`src/rtl/paged_xlat_pkg.sv`:
```
package paged_xlat_pkg;
  typedef enum logic [1:0] {
    XM_PTR  = 2'b00,
    XM_PAGE = 2'b01,
    XM_SEG  = 2'b10,
    XM_RSVD = 2'b11
  } xlat_mode_e;
endpackage

```
`src/rtl/paged_xlat_ptrs.sv`:
```
module paged_xlat_ptrs #(
  parameter int PTR_W = 10,
  parameter int NPTR  = 4,
  localparam int IDX_W = $clog2(NPTR)
) (
  input  logic             clk,
  input  logic             rst,
  input  logic             wr_en,
  input  logic [IDX_W-1:0] wr_idx,
  input  logic [PTR_W-1:0] wr_data,
  input  logic [IDX_W-1:0] rd_idx,
  output logic [PTR_W-1:0] rd_data
);
  logic [PTR_W-1:0] ptr_q [NPTR];

  generate
    for (genvar k = 0; k < NPTR; k++) begin : g_ptr
      always_ff @(posedge clk) begin
        if (rst)
          ptr_q[k] <= PTR_W'(k);
        else if (wr_en && wr_idx == IDX_W'(k))
          ptr_q[k] <= wr_data;
      end
    end
  endgenerate

  assign rd_data = ptr_q[rd_idx];

  // a write lands in the indexed pointer on the next edge
  a_r3_write_lands: assert property (@(posedge clk) disable iff (rst)
    wr_en |=> ptr_q[$past(wr_idx)] == $past(wr_data));
  // pointers change only through the write port
  a_r3_no_stray_change: assert property (@(posedge clk) disable iff (rst)
    !wr_en |=> $stable(rd_data) || !$stable(rd_idx));
endmodule

```
`src/rtl/paged_xlat_compose.sv`:
```
module paged_xlat_compose
  import paged_xlat_pkg::*;
#(
  parameter int PHYS_W = 24,
  parameter int PTR_W  = 10,
  parameter int SEG_IN = 8,
  localparam int PG_W  = PHYS_W - 14,
  localparam int SG_W  = PHYS_W - 16,
  localparam int PU_W  = (PHYS_W == 24) ? 10 : 2
) (
  input  logic [15:0]       addr,
  input  xlat_mode_e        mode,
  input  logic [PTR_W-1:0]  ptr,
  input  logic [PTR_W-1:0]  page,
  input  logic [SEG_IN-1:0] seg,
  output logic [PHYS_W-1:0] phys
);
  always_comb begin
    phys = '0;
    unique case (mode)
      XM_PAGE: phys = {page[PG_W-1:0], addr[13:0]};
      XM_SEG:  phys = {seg[SG_W-1:0], addr};
      default: begin
        phys[13:0]       = addr[13:0];
        phys[14 +: PU_W] = ptr[PU_W-1:0];
      end
    endcase
  end

  // the offset field always passes through unchanged
  always_comb begin
    a_r2_offset_kept: assert (phys[13:0] == addr[13:0]);
  end
endmodule

```
`src/rtl/paged_xlat.sv`:
```
module paged_xlat
  import paged_xlat_pkg::*;
#(
  parameter int PHYS_W = 24
) (
  input  logic              clk,
  input  logic              rst,
  input  logic              wr_en,
  input  logic [1:0]        wr_idx,
  input  logic [9:0]        wr_data,
  input  logic              req_valid,
  input  logic [15:0]       req_addr,
  input  logic              req_word,
  input  logic [1:0]        req_mode,
  input  logic [9:0]        req_page,
  input  logic [7:0]        req_seg,
  output logic [PHYS_W-1:0] out_addr,
  output logic              out_valid,
  output logic              out_trap
);
  localparam int PTR_W = 10;
  localparam int SEG_IN = 8;

  logic [PTR_W-1:0]  sel_ptr;
  logic [PHYS_W-1:0] phys_c;
  logic              misaligned;

  paged_xlat_ptrs #(.PTR_W(PTR_W), .NPTR(4)) u_ptrs (
    .clk(clk), .rst(rst),
    .wr_en(wr_en), .wr_idx(wr_idx), .wr_data(wr_data),
    .rd_idx(req_addr[15:14]), .rd_data(sel_ptr)
  );

  paged_xlat_compose #(.PHYS_W(PHYS_W), .PTR_W(PTR_W), .SEG_IN(SEG_IN)) u_comp (
    .addr(req_addr), .mode(xlat_mode_e'(req_mode)), .ptr(sel_ptr),
    .page(req_page), .seg(req_seg), .phys(phys_c)
  );

  assign misaligned = req_word & req_addr[0];

  always_ff @(posedge clk) begin
    if (rst) begin
      out_addr  <= '0;
      out_valid <= 1'b0;
      out_trap  <= 1'b0;
    end else begin
      out_valid <= req_valid & ~misaligned;
      out_trap  <= req_valid & misaligned;
      if (req_valid && !misaligned)
        out_addr <= phys_c;
    end
  end

  // strobes are exclusive
  a_r9_exclusive: assert property (@(posedge clk) disable iff (rst)
    !(out_valid && out_trap));
  // a strobe needs a request one cycle earlier
  a_r9_needs_req: assert property (@(posedge clk) disable iff (rst)
    (out_valid || out_trap) |-> $past(req_valid));
  // trap comes only from an odd word access
  a_r7_trap_cause: assert property (@(posedge clk) disable iff (rst)
    out_trap |-> $past(req_word && req_addr[0]));
  // address output holds across a trap
  a_r7_addr_hold: assert property (@(posedge clk) disable iff (rst)
    (!out_valid && !$past(rst)) |-> $stable(out_addr));
  // byte requests always complete
  a_r8_byte_ok: assert property (@(posedge clk) disable iff (rst)
    (req_valid && !req_word) |=> out_valid);
endmodule

```
`config.mk`:
```
export PLATFORM = sky130hd
export DESIGN_NAME = paged_xlat
export DESIGN_NICKNAME = d
export VERILOG_FILES = /design/src/rtl/paged_xlat_pkg.sv /design/src/rtl/paged_xlat_ptrs.sv /design/src/rtl/paged_xlat_compose.sv /design/src/rtl/paged_xlat.sv
export SDC_FILE = /design/constraint.sdc
export NUM_CORES = 1
export LEC_CHECK = 0
export BUFFER_PORTS_ARGS = -buffer_cell sky130_fd_sc_hd__buf_2
export CAP_MARGIN = 20
export CORE_MARGIN = 8
export CORE_UTILIZATION = 25
export CTS_CLUSTER_DIAMETER = 60
export DETAILED_ROUTE_END_ITERATION = 16
export HOLD_SLACK_MARGIN = 0.12
export SLEW_MARGIN = 30
export SYNTH_ARGS = -nofsm -noshare
export SYNTH_HDL_FRONTEND = slang
export SYNTH_SLANG_ARGS = --single-unit
```
`constraint.sdc`:
```
create_clock -name clk -period 1.8 [get_ports clk]
set_clock_uncertainty 0.2 [all_clocks]
set_input_delay 0.18 -clock clk [delete_from_list [all_inputs] [get_ports clk]]
set_output_delay 0.18 -clock clk [all_outputs]
set_load 0.02 [all_outputs]
```
==> out/results.ini, run 1 <==
[run_status]
outcome = finished clean

[sta]
worst-slew-pin-transition_ns = 0.489
final_report_hold_violation_count = 0
post-route-period-util_pct = 96.9
timing.max_slew.rel_slack_pct = 67.4
final.min_clock_period_ns = 1.74
setup_viol_count_final = 0
rsz0062_at_grt = false
finalWorstSetupSlack_ns = 0.0563
timing.setup.tns_ns = 0
timing.fmax_mhz = 574
final_max_slew_viol_count = 0

[route]
dr.first_iter.drc_count = 124
drt.antenna.violating_nets = 0
drc = 0
vias = 2373
drtPass1Iterations = 6
wl_per_cell_um = 14.9
vias_cell = 4.44
drt-total-wl_mm = 7.98

[final_layout]
antenna_cells = 0
nNetsFinal = 438
most-common-layout-cells = sky130_fd_sc_hd__buf_2 (78), sky130_fd_sc_hd__dlygate4sd3_1 (57), sky130_fd_sc_hd__edfxtp_1 (40), sky130_fd_sc_hd__and2_1 (36), sky130_fd_sc_hd__nand2_1 (28)
most_frequent_standard_cell_in_the_layout_excluding_fill_and_tap_cells = sky130_fd_sc_hd__buf_2
multi_input_comb_area_mm2 = 0.00118
seqCellArea_mm2 = 0.00172
final.fill_count = 1146
final-instance-count-excl-fill = 534
layout-area-overhead-vs-synth_pct = 48.1
fraction_of_final_layout_cells_sized_beyond_drive_strength_1_pct = 32.6

[power_and_ir_drop]
leakagePower_uw = 0.00183
sw_frac_of_total_pct = 21.6
power_frac_seq_pct = 41.2
total_switching_power_uw = 914
vdd.ir_drop.worst_v = 0.000431
power_per_cell_area_mw_per_mm2 = 956
clockPowerShare_pct = 45.6
p_comb_share_pct = 13.1
p_int_uw = 3330

[synth]
syn-instance-count = 245
synth.ff_latch_count = 66
synth-warning-count = 0
postSynthNetCount = 300
post_synth_num_cell_types = 32
syn_avg_cell_area_um2 = 12.2
ys_seq_area_share_pct = 57.5
syn_area_mm2 = 0.00300

[place]
place.detailed.instances = 462
globalplace.congestion = 0.693
placement.io_buffers = 78
place_worst_setup_slack_ns = 0.140
place_hpwl_mm = 5.65

[die]
start_util_pct = 25.3
num_rows = 40
die_w_um = 125
io-pin-count = 79
dieHeight_um = 125
die-area_mm2 = 0.0157
core-area_mm2 = 0.0119

[setup_path]
worst-r2r-cell-count = 3
worst_ep_required_ns = 1.80
critPathLaunchType = input pin
worstReg2RegEnd = out_addr[10]$_SDFFE_PP0P_
timing.setup.critical_path_class = in2reg
r2r_slack_ns = 0.44
timing.critical_path.fanout_max = 1
setup.worst_path.end_class = flop
worst_ep_arrival_time_ns = 1.74
r2r-start = out_addr[10]$_SDFFE_PP0P_

[global_routing]
grt.overflow.total = 0
global_route.usage.total_pct = 10.3
grt_max_degree = 24
grt_pass1_wl_mm = 13.1
grt_pass1_vias = 2504
antenna_found_initial = 0

[clocking]
cts_root_buf = sky130_fd_sc_hd__clkbuf_16
htreeDepth = 3
tritoncts = yes
clockBufferDepth = 2
path_clk_slew_ns = 0.05
clock_latency_on_the_worst_skew_pair_ns = 0.33
clkSinkCount = 66
cts_buffers = 9

[min_path]
worst_min_delay_path_class = in2reg
hp-start = wr_idx[0]
worstHoldEndpoint = u_ptrs.ptr_q[1][0]$_SDFFCE_PN1P_
worstHoldPathCells = 4

[job]
drv_cap = 0

-- worst max path at each step --
stage,slack [ns],end,start,cells after the start
after detailed placement,0.14,out_addr[22]$_SDFFE_PP0P_,req_mode[0],6
after CTS,0.08,out_addr[21]$_SDFFE_PP0P_,req_page[7],5
after floorplan,0.46,out_addr[14]$_SDFFE_PP0P_,req_mode[0],5
after global placement,0.19,out_addr[23]$_SDFFE_PP0P_,req_mode[0],6
after global routing,0.01,out_addr[21]$_SDFFE_PP0P_,req_page[7],5
final,0.06,out_addr[21]$_SDFFE_PP0P_,req_page[7],5
-- logic make-up (layout without fill, tap and decap cells) --
logic type / count (synthesis) / after routing / share of synthesized area (%)
compound gates: 50 / 50 / 13.5
buf+inv: 19 / 161 / 3.30
mux: 20 / 20 / 7.52
fa+ha+maj: 2 / 2 / 0.835
flops: 66 / 66 / 57.5
simple gates: 88 / 88 / 17.4
-- Yosys cell counts, drive strengths merged --
cell type | instances | share of area [%]
edfxtp | 40 | 40
and2 | 36 | 7.5
nand2 | 28 | 3.5
dfxtp | 26 | 17
mux2 | 20 | 7.5
a21oi | 14 | 2.3
a221oi | 10 | 2.9
nand3b | 10 | 2.5
o22ai | 10 | 2.1
o31ai | 10 | 4.0
buf | 8 | 1.9
inv | 6 | 0.75
clkbuf | 5 | 0.67
nand2b | 5 | 1.2
a31o | 4 | 1.2
nor3 | 4 | 1.6
ha | 2 | 0.83
or3 | 2 | 0.42
a21bo | 1 | 0.33
a21boi | 1 | 0.63
and4b | 1 | 0.33
nor2 | 1 | 0.13
nor2b | 1 | 0.21
-- critical path, cell delays in order --
cell and delay [ns]:
sky130_fd_sc_hd__dlygate4sd3_1 0.54, sky130_fd_sc_hd__buf_2 0.12, sky130_fd_sc_hd__a221oi_1 0.23, sky130_fd_sc_hd__dlygate4sd3_1 0.61, sky130_fd_sc_hd__o31ai_2 0.06
-- area by class of cell --
class	instances	area share, %
inverter	6	0.507
timing repair buffer	140	22.5
clock buffer	10	5.16
sequential	66	38.8
tap	147	4.14
multi-input combinational	160	26.6
clock inverter	5	2.34
-- power groups by stage --
stage	clock (µW)	sequential (µW)	combinational, µW
6_report	1930	1750	557
3_3_place_gp	0	1780	447
5_1_grt	2040	1760	610
3_5_place_dp	0	1780	454
4_1_cts	1980	1750	564
2_1_floorplan	0	1810	234
-- state kept, by name (all words and copies together), names as in the netlist --
signal        count
out_valid         1
out_trap          1
out_addr         24
u_ptrs.ptr_q     40
-- per-stage QoR --
stage               util [%]  area, µm²  power, µW  hold WS (ns)
CTS                     37.4       4440       4290         0.165
finish                  37.4       4440       4240         0.171
floorplan                  -       3000       2050         0.116
global route            37.4       4440       4410         0.189
global placement        29.8       3530       2220         0.224
detailed placement      29.8       3530       2230         0.228
-- routing by layer --
layer / wire (µm) / vias to the layer above / GRT usage (%)
met5: 0 / - / 0
met4: 150 / 0 / 4.80
met3: 521 / 17 / 3.70
met2: 3900 / 67 / 17.5
met1: 3410 / 1114 / 11.4
li1: - / 1175 / -
-- timing repair --
action | CTS | global route
hold endpoints to repair | 65 | 3
buffers inserted | 0 | 0
hold buffers | 57 | 3
gates resized for setup | 0 | 1
setup endpoints to repair | 0 | 4
(Power assumes the default switching activity.)
==> run 2: changes to the inputs <==
Settings changed: GPL_TIMING_DRIVEN set to 0.
==> run 2 against run 1 <==
Against the previous run:
- non-clock buffer count is 8 higher
- critical path depth is 1 higher
- cell area is 0.23% higher
- combinational power is 1% higher
- critical path type unchanged
- maximum frequency is 2.0% lower
==> out/results.ini, run 2 (same netlist as run 1, synthesis figures left out) <==
[global_routing]
grt.overflow.total = 0  ; unchanged
global_route.usage.total_pct = 10.6  ; +0.26 points
grt_max_degree = 12  ; -50%
grt_pass1_vias = 2547  ; +1.7%
grt_pass1_wl_mm = 13.1  ; about the same
antenna_found_initial = 0  ; unchanged

[clocking]
path_clk_slew_ns = 0.05  ; about the same
clkSinkCount = 66  ; unchanged
tritoncts = yes
clock_latency_on_the_worst_skew_pair_ns = 0.33  ; about the same
cts_root_buf = sky130_fd_sc_hd__clkbuf_16
htreeDepth = 3  ; unchanged
clockBufferDepth = 2  ; unchanged
cts_buffers = 9  ; unchanged

[sta]
final.min_clock_period_ns = 1.78  ; +0.0361 ns
worst-slew-pin-transition_ns = 0.630  ; +0.141 ns
setup_viol_count_final = 0  ; unchanged
post-route-period-util_pct = 98.9  ; +2.0 points
final_report_hold_violation_count = 0  ; unchanged
finalWorstSetupSlack_ns = 0.0202  ; -0.0361 ns
timing.max_slew.rel_slack_pct = 57.8  ; -9.6 points
finalHoldWorstSlack_ns = 0.185  ; +0.0141 ns
timing.fmax_mhz = 562  ; -2.0%
final_max_slew_viol_count = 0  ; unchanged

[setup_path]
worst_ep_arrival_time_ns = 1.83  ; +0.09 ns
timing.setup.critical_path_class = in2reg
timing.critical_path.fanout_max = 4  ; +3
critPathLaunchType = input pin
setup.worst_path.end_class = flop
worst_ep_required_ns = 1.85  ; +0.05 ns

[route]
wl_per_cell_um = 15.6  ; +4.4%
vias = 2463  ; +3.8%
drt-total-wl_mm = 8.47  ; +6.2%
vias_cell = 4.54  ; +2.1%
dr.first_iter.drc_count = 115  ; -7.3%
drtPass1Iterations = 4  ; -2
drt.antenna.violating_nets = 0  ; unchanged
drc = 0  ; unchanged

[final_layout]
most_frequent_standard_cell_in_the_layout_excluding_fill_and_tap_cells = sky130_fd_sc_hd__buf_2
largest_register_ff_count = 40  ; unchanged
final.fill_count = 1126  ; -1.7%
antenna_cells = 0  ; unchanged
nNetsFinal = 446  ; +1.8%
largest_register_by_flop_count = u_ptrs.ptr_q
layout-area-overhead-vs-synth_pct = 48.4
reg_top3 = u_ptrs.ptr_q (40), out_addr (24)
postLayoutCellArea_mm2 = 0.00445  ; +0.23%
fraction_of_final_layout_cells_sized_beyond_drive_strength_1_pct = 33.1  ; +0.52 points
most-common-layout-cells = sky130_fd_sc_hd__buf_2 (81), sky130_fd_sc_hd__dlygate4sd3_1 (54), sky130_fd_sc_hd__edfxtp_1 (40), sky130_fd_sc_hd__and2_1 (36), sky130_fd_sc_hd__nand2_1 (28)

[die]
start_util_pct = 25.3  ; unchanged
dieHeight_um = 125  ; unchanged
num_rows = 40  ; unchanged
die-area_mm2 = 0.0157  ; unchanged
core-area_mm2 = 0.0119  ; unchanged
io-pin-count = 79  ; unchanged
die_w_um = 125  ; unchanged

[place]
placement.io_buffers = 78  ; unchanged
globalplace.congestion = 0.700  ; +1.0%
place_hpwl_mm = 5.80  ; +2.7%
place_worst_setup_slack_ns = 0.0810  ; -0.0588 ns
placed_area_mm2 = 0.00357  ; +1.1%

[job]
drv_cap = 0  ; unchanged

[power_and_ir_drop]
power_per_cell_area_mw_per_mm2 = 932  ; -2.5%
leakagePower_uw = 0.00182  ; -0.71%
vdd.ir_drop.worst_v = 0.000446  ; +3.5%

[min_path]
worst_min_delay_path_class = in2reg

[run_status]
outcome = finished clean

## run 2: cell count changes in the layout (fill, tap and decap cells not counted), sizes merged
cell,before,now
clkinv,2,3
dlygate4sd3,57,54
bufinv,3,2
buf,83,89
clkbuf,10,16
## run 2: layout make-up
type / count / area (µm²) / area share [%]
buffer: 13 / 76.3 / 1.72
clock buffer: 11 / 233 / 5.23
clock inverter: 5 / 78.8 / 1.77
inverter: 6 / 22.5 / 0.506
multi-input combinational: 160 / 1180 / 26.5
sequential: 66 / 1720 / 38.7
tap: 147 / 184 / 4.14
timing repair buffer: 135 / 953 / 21.4
## run 2: worst max-delay path, stage by stage
cell and delay (ns):
sky130_fd_sc_hd__dlygate4sd3_1 0.54, sky130_fd_sc_hd__buf_2 0.16, sky130_fd_sc_hd__a21boi_4 0.19, sky130_fd_sc_hd__nand2_1 0.08
sky130_fd_sc_hd__dlygate4sd3_1 0.57, sky130_fd_sc_hd__a21oi_1 0.12
## run 2: metal layers
layer | track usage [%] | routed length [µm] | up-vias
met3 | 3.78 | 486 | 14
met2 | 18.8 | 4260 | 61
met5 | 0 | 0 | -
met1 | 11.1 | 3580 | 1189
li1 | - | - | 1199
met4 | 4.73 | 150 | 0
## run 2: final timing paths
path,start,endpoint,slack [ns],cells past startpoint
min,wr_idx[1],u_ptrs.ptr_q[2][1]$_SDFFCE_PN1P_,0.18,4
max,req_addr[0],out_addr[3]$_SDFFE_PP0P_,0.02,6
min reg2reg,out_addr[11]$_SDFFE_PP0P_,out_addr[11]$_SDFFE_PP0P_,0.25,2
max reg2reg,u_ptrs.ptr_q[3][5]$_SDFFCE_PN0P_,out_addr[19]$_SDFFE_PP0P_,0.41,3
## run 2: metrics by stage
step	total power [µW]	cells	setup TNS [ns]	utilization, %
floorplan	2050	245	0	-
CTS	4180	540	0	37.3
global placement	2230	470	0	30.1
global route	4300	543	-0.0168	37.5
detailed placement	2250	470	0	30.1
finish	4140	543	0	37.5
## run 2: what timing repair did
item | 4_1_cts | 5_1_grt
hold buffers | 54 | 0
resized for setup | 0 | 1
endpoints found under the setup margin | 0 | 12
hold endpoints to repair | 65 | 0
buffers inserted | 0 | 3
## run 2: power breakdown
group / total [µW] / leakage (µW) / switching (µW) / internal (µW)
sequential: 1740 / 0.000607 / 33.5 / 1710
combinational: 563 / 0.00106 / 297 / 266
clock: 1840 / 0.000153 / 628 / 1210
total: 4140 / 0.00182 / 958 / 3190
==> run 3: changes to the inputs <==
Settings changed: CORE_MARGIN 8 to 3, PLACE_DENSITY set to 0.47, TNS_END_PERCENT set to 5.
==> run 3 against run 2 <==
Against the previous run:
- cell area shrank 0.90%
- clock-buffer cell count shrank 1
- power down 3.6%
- sequential share of layout area up 0.35 points
- global-route usage is 2.0 points higher
- hold slack worse by 0.0019 ns
- critical path depth unchanged
- largest cell class unchanged
- core utilization is 0.62 points higher
- cell count is 1.3% lower
- first-iteration DRC count grew 11%
- routed wire length decreased by 1.7%
- maximum frequency rose by 0.68%
==> out/results.ini, run 3 (same netlist as run 1, synthesis figures left out) <==
[run_status]
outcome = finished clean

[place]
place_worst_setup_slack_ns = 0.0462  ; -0.0348 ns
place.detailed.instances = 466  ; -0.85%
placement.io_buffers = 78  ; unchanged
place_hpwl_mm = 5.51  ; -5.0%
globalplace.congestion = 0.695  ; -0.69%

[power_and_ir_drop]
clockPowerShare_pct = 42.3  ; -2.0 points
power.total_uw = 4000  ; -3.6%
p_comb_share_pct = 14.1  ; +0.5 points
leakagePower_uw = 0.00180  ; -1.1%
vdd.ir_drop.worst_v = 0.000452  ; +1.2%
p_int_uw = 3040  ; -4.7%
sw_frac_of_total_pct = 24.1  ; +0.94 points
power_frac_seq_pct = 43.6  ; +1.5 points
power_per_cell_area_mw_per_mm2 = 907  ; -2.7%
total_switching_power_uw = 961  ; +0.36%

[die]
dieHeight_um = 115  ; -8.0%
die-area_mm2 = 0.0133  ; -15%
io-pin-count = 79  ; unchanged
die_w_um = 115  ; -8.0%
start_util_pct = 25.9  ; +0.65 points
core-area_mm2 = 0.0116  ; -2.5%
num_rows = 39  ; -2.5%

[job]
drv_cap = 0  ; unchanged

[route]
drc = 0  ; unchanged
dr.first_iter.drc_count = 128  ; +11%
vias_cell = 4.45  ; -1.9%
wl_per_cell_um = 15.5  ; -0.44%
drtPass1Iterations = 4  ; unchanged
drt-total-wl_mm = 8.33  ; -1.7%
drt.antenna.violating_nets = 0  ; unchanged
vias = 2384  ; -3.2%

[final_layout]
final.fill_count = 1145  ; +1.7%
final-instance-count-excl-fill = 536  ; -1.3%
fraction_of_final_layout_cells_sized_beyond_drive_strength_1_pct = 32.6  ; -0.51 points
reg_top3 = u_ptrs.ptr_q (40), out_addr (24)
most-common-layout-cells = sky130_fd_sc_hd__buf_2 (79), sky130_fd_sc_hd__dlygate4sd3_1 (52), sky130_fd_sc_hd__edfxtp_1 (40), sky130_fd_sc_hd__and2_1 (36), sky130_fd_sc_hd__nand2_1 (28)
layout-area-overhead-vs-synth_pct = 47.1
postLayoutCoreUtil_pct = 38.1  ; +0.62 points
largest_register_by_flop_count = u_ptrs.ptr_q
antenna_cells = 0  ; unchanged
nNetsFinal = 443  ; -0.67%
most_frequent_standard_cell_in_the_layout_excluding_fill_and_tap_cells = sky130_fd_sc_hd__buf_2
largest_register_ff_count = 40  ; unchanged

[clocking]
cts_buffers = 9  ; unchanged
clkSinkCount = 66  ; unchanged
tritoncts = yes
clock_latency_on_the_worst_skew_pair_ns = 0.33  ; about the same
cts_root_buf = sky130_fd_sc_hd__clkbuf_16
htreeDepth = 3  ; unchanged
path_clk_slew_ns = 0.06  ; about the same
clockBufferDepth = 2  ; unchanged

[setup_path]
cp_cell_sequence = dlygate4sd3_1 > buf_4 > a21boi_4 > nand2_1 > dlygate4sd3_1 > a21oi_1
critical-path-slowest-cell = sky130_fd_sc_hd__dlygate4sd3_1
worst_ep_required_ns = 1.85  ; about the same
path_common_cell = sky130_fd_sc_hd__dlygate4sd3_1
critPathMaxStageDelay_ns = 0.55  ; -0.02 ns
setup.worst_path.end_class = flop
path_buf_inv = 3  ; unchanged
worst_ep_arrival_time_ns = 1.82  ; about the same
critPathLaunchType = input pin
timing.setup.critical_path_class = in2reg
timing.critical_path.fanout_max = 5  ; +1
kind_of_cell_adding_the_most_delay_to_the_critical_path = buffers and inverters

[global_routing]
grtUsageMet2_pct = 21.4  ; +2.6 points
global_route.usage.total_pct = 12.6  ; +2.0 points
grt_max_degree = 12  ; unchanged
grt.met1_usage_pct = 15.4  ; +4.4 points
grt.overflow.total = 0  ; unchanged
grt_pass1_vias = 2348  ; -7.8%
top_usage_layer = met2
use_met3_pct = 2.82  ; -0.96 points
grt_pass1_wl_mm = 12.5  ; -4.6%
antenna_found_initial = 0  ; unchanged

[sta]
final.min_clock_period_ns = 1.77  ; -0.0120 ns
setup_viol_count_final = 0  ; unchanged
final_report_hold_violation_count = 0  ; unchanged
rsz0062_at_grt = true
final_max_slew_viol_count = 0  ; unchanged
finalWorstSetupSlack_ns = 0.0323  ; +0.0120 ns
worst-slew-pin-transition_ns = 0.611  ; -0.0191 ns
post-route-period-util_pct = 98.2  ; -0.67 points
timing.fmax_mhz = 566  ; +0.68%
timing.setup.tns_ns = 0  ; unchanged
timing.max_slew.rel_slack_pct = 59.0  ; +1.3 points

[min_path]
worst_min_delay_path_class = in2reg

## run 3: cell types whose count changed in the layout (fill, tap and decap cells not counted)
| cell | delta |
|---|---|
| sky130_fd_sc_hd__clkinv_1 | +3 |
| sky130_fd_sc_hd__buf_2 | -2 |
| sky130_fd_sc_hd__clkinv_2 | -2 |
| sky130_fd_sc_hd__dlygate4sd3_1 | -2 |
| sky130_fd_sc_hd__a21oi_1 | -1 |
| sky130_fd_sc_hd__a21oi_2 | +1 |
| sky130_fd_sc_hd__buf_4 | -1 |
| sky130_fd_sc_hd__buf_6 | +1 |
| sky130_fd_sc_hd__bufinv_16 | -1 |
| sky130_fd_sc_hd__clkbuf_1 | -1 |
| sky130_fd_sc_hd__clkinvlp_4 | +1 |
| sky130_fd_sc_hd__dlymetal6s4s_1 | +1 |
## run 3: metal layers
| metal | up-vias | wire [µm] |
|---|---|---|
| met2 | 66 | 3990 |
| met3 | 10 | 385 |
| li1 | 1193 | - |
| met1 | 1115 | 3830 |
| met4 | 0 | 121 |
| met5 | - | 0 |
## run 3: final timing paths
check | depth (start not counted) | end | slack [ns] | startpoint
hold / removal | 4 | u_ptrs.ptr_q[1][0]$_SDFFCE_PN1P_ | 0.18 | wr_idx[0]
setup / recovery | 6 | out_addr[2]$_SDFFE_PP0P_ | 0.03 | req_addr[0]
hold reg to reg | 2 | out_addr[7]$_SDFFE_PP0P_ | 0.25 | out_addr[7]$_SDFFE_PP0P_
setup reg to reg | 3 | out_addr[0]$_SDFFE_PP0P_ | 0.42 | out_addr[0]$_SDFFE_PP0P_
## run 3: layout make-up
class                           instances  area (µm²)  area share [%]
Clock buffer                           10         229            5.19
Buffer                                 13        76.3            1.73
Clock inverter                          6        57.6            1.31
Timing Repair Buffer                  132         940            21.3
Multi-Input combinational cell        160        1180            26.8
Inverter                                6        22.5           0.511
Sequential cell                        66        1720            39.1
Tap cell                              143         179            4.06
## run 3: what timing repair did
action / CTS / global route
hold buffers: 54 / 0
setup buffers: 0 / 1
endpoints found under the setup margin: 0 / 11
hold endpoints to repair: 65 / 0
gates resized for setup: 0 / 6
## run 3: worst min-delay path: stages
cell	delay, ns
sky130_fd_sc_hd__buf_2	0.15
sky130_fd_sc_hd__inv_2	0.10
sky130_fd_sc_hd__nor3_4	0.09
sky130_fd_sc_hd__nand2b_1	0.08
## run 3: per-stage QoR
step                      area [µm²]  hold slack, ns
after floorplan                 3000           0.116
after global placement          3570           0.224
after detailed placement        3570           0.230
after CTS                       4390           0.164
after global routing            4410           0.202
final                           4410           0.183
## run 3: power by group through the flow
stage	clock network (µW)	logic, µW	registers [µW]
floorplan	0	234	1810
global placement	0	473	1770
detailed placement	0	477	1780
CTS	1720	566	1740
global route	1790	618	1750
finish	1690	563	1740
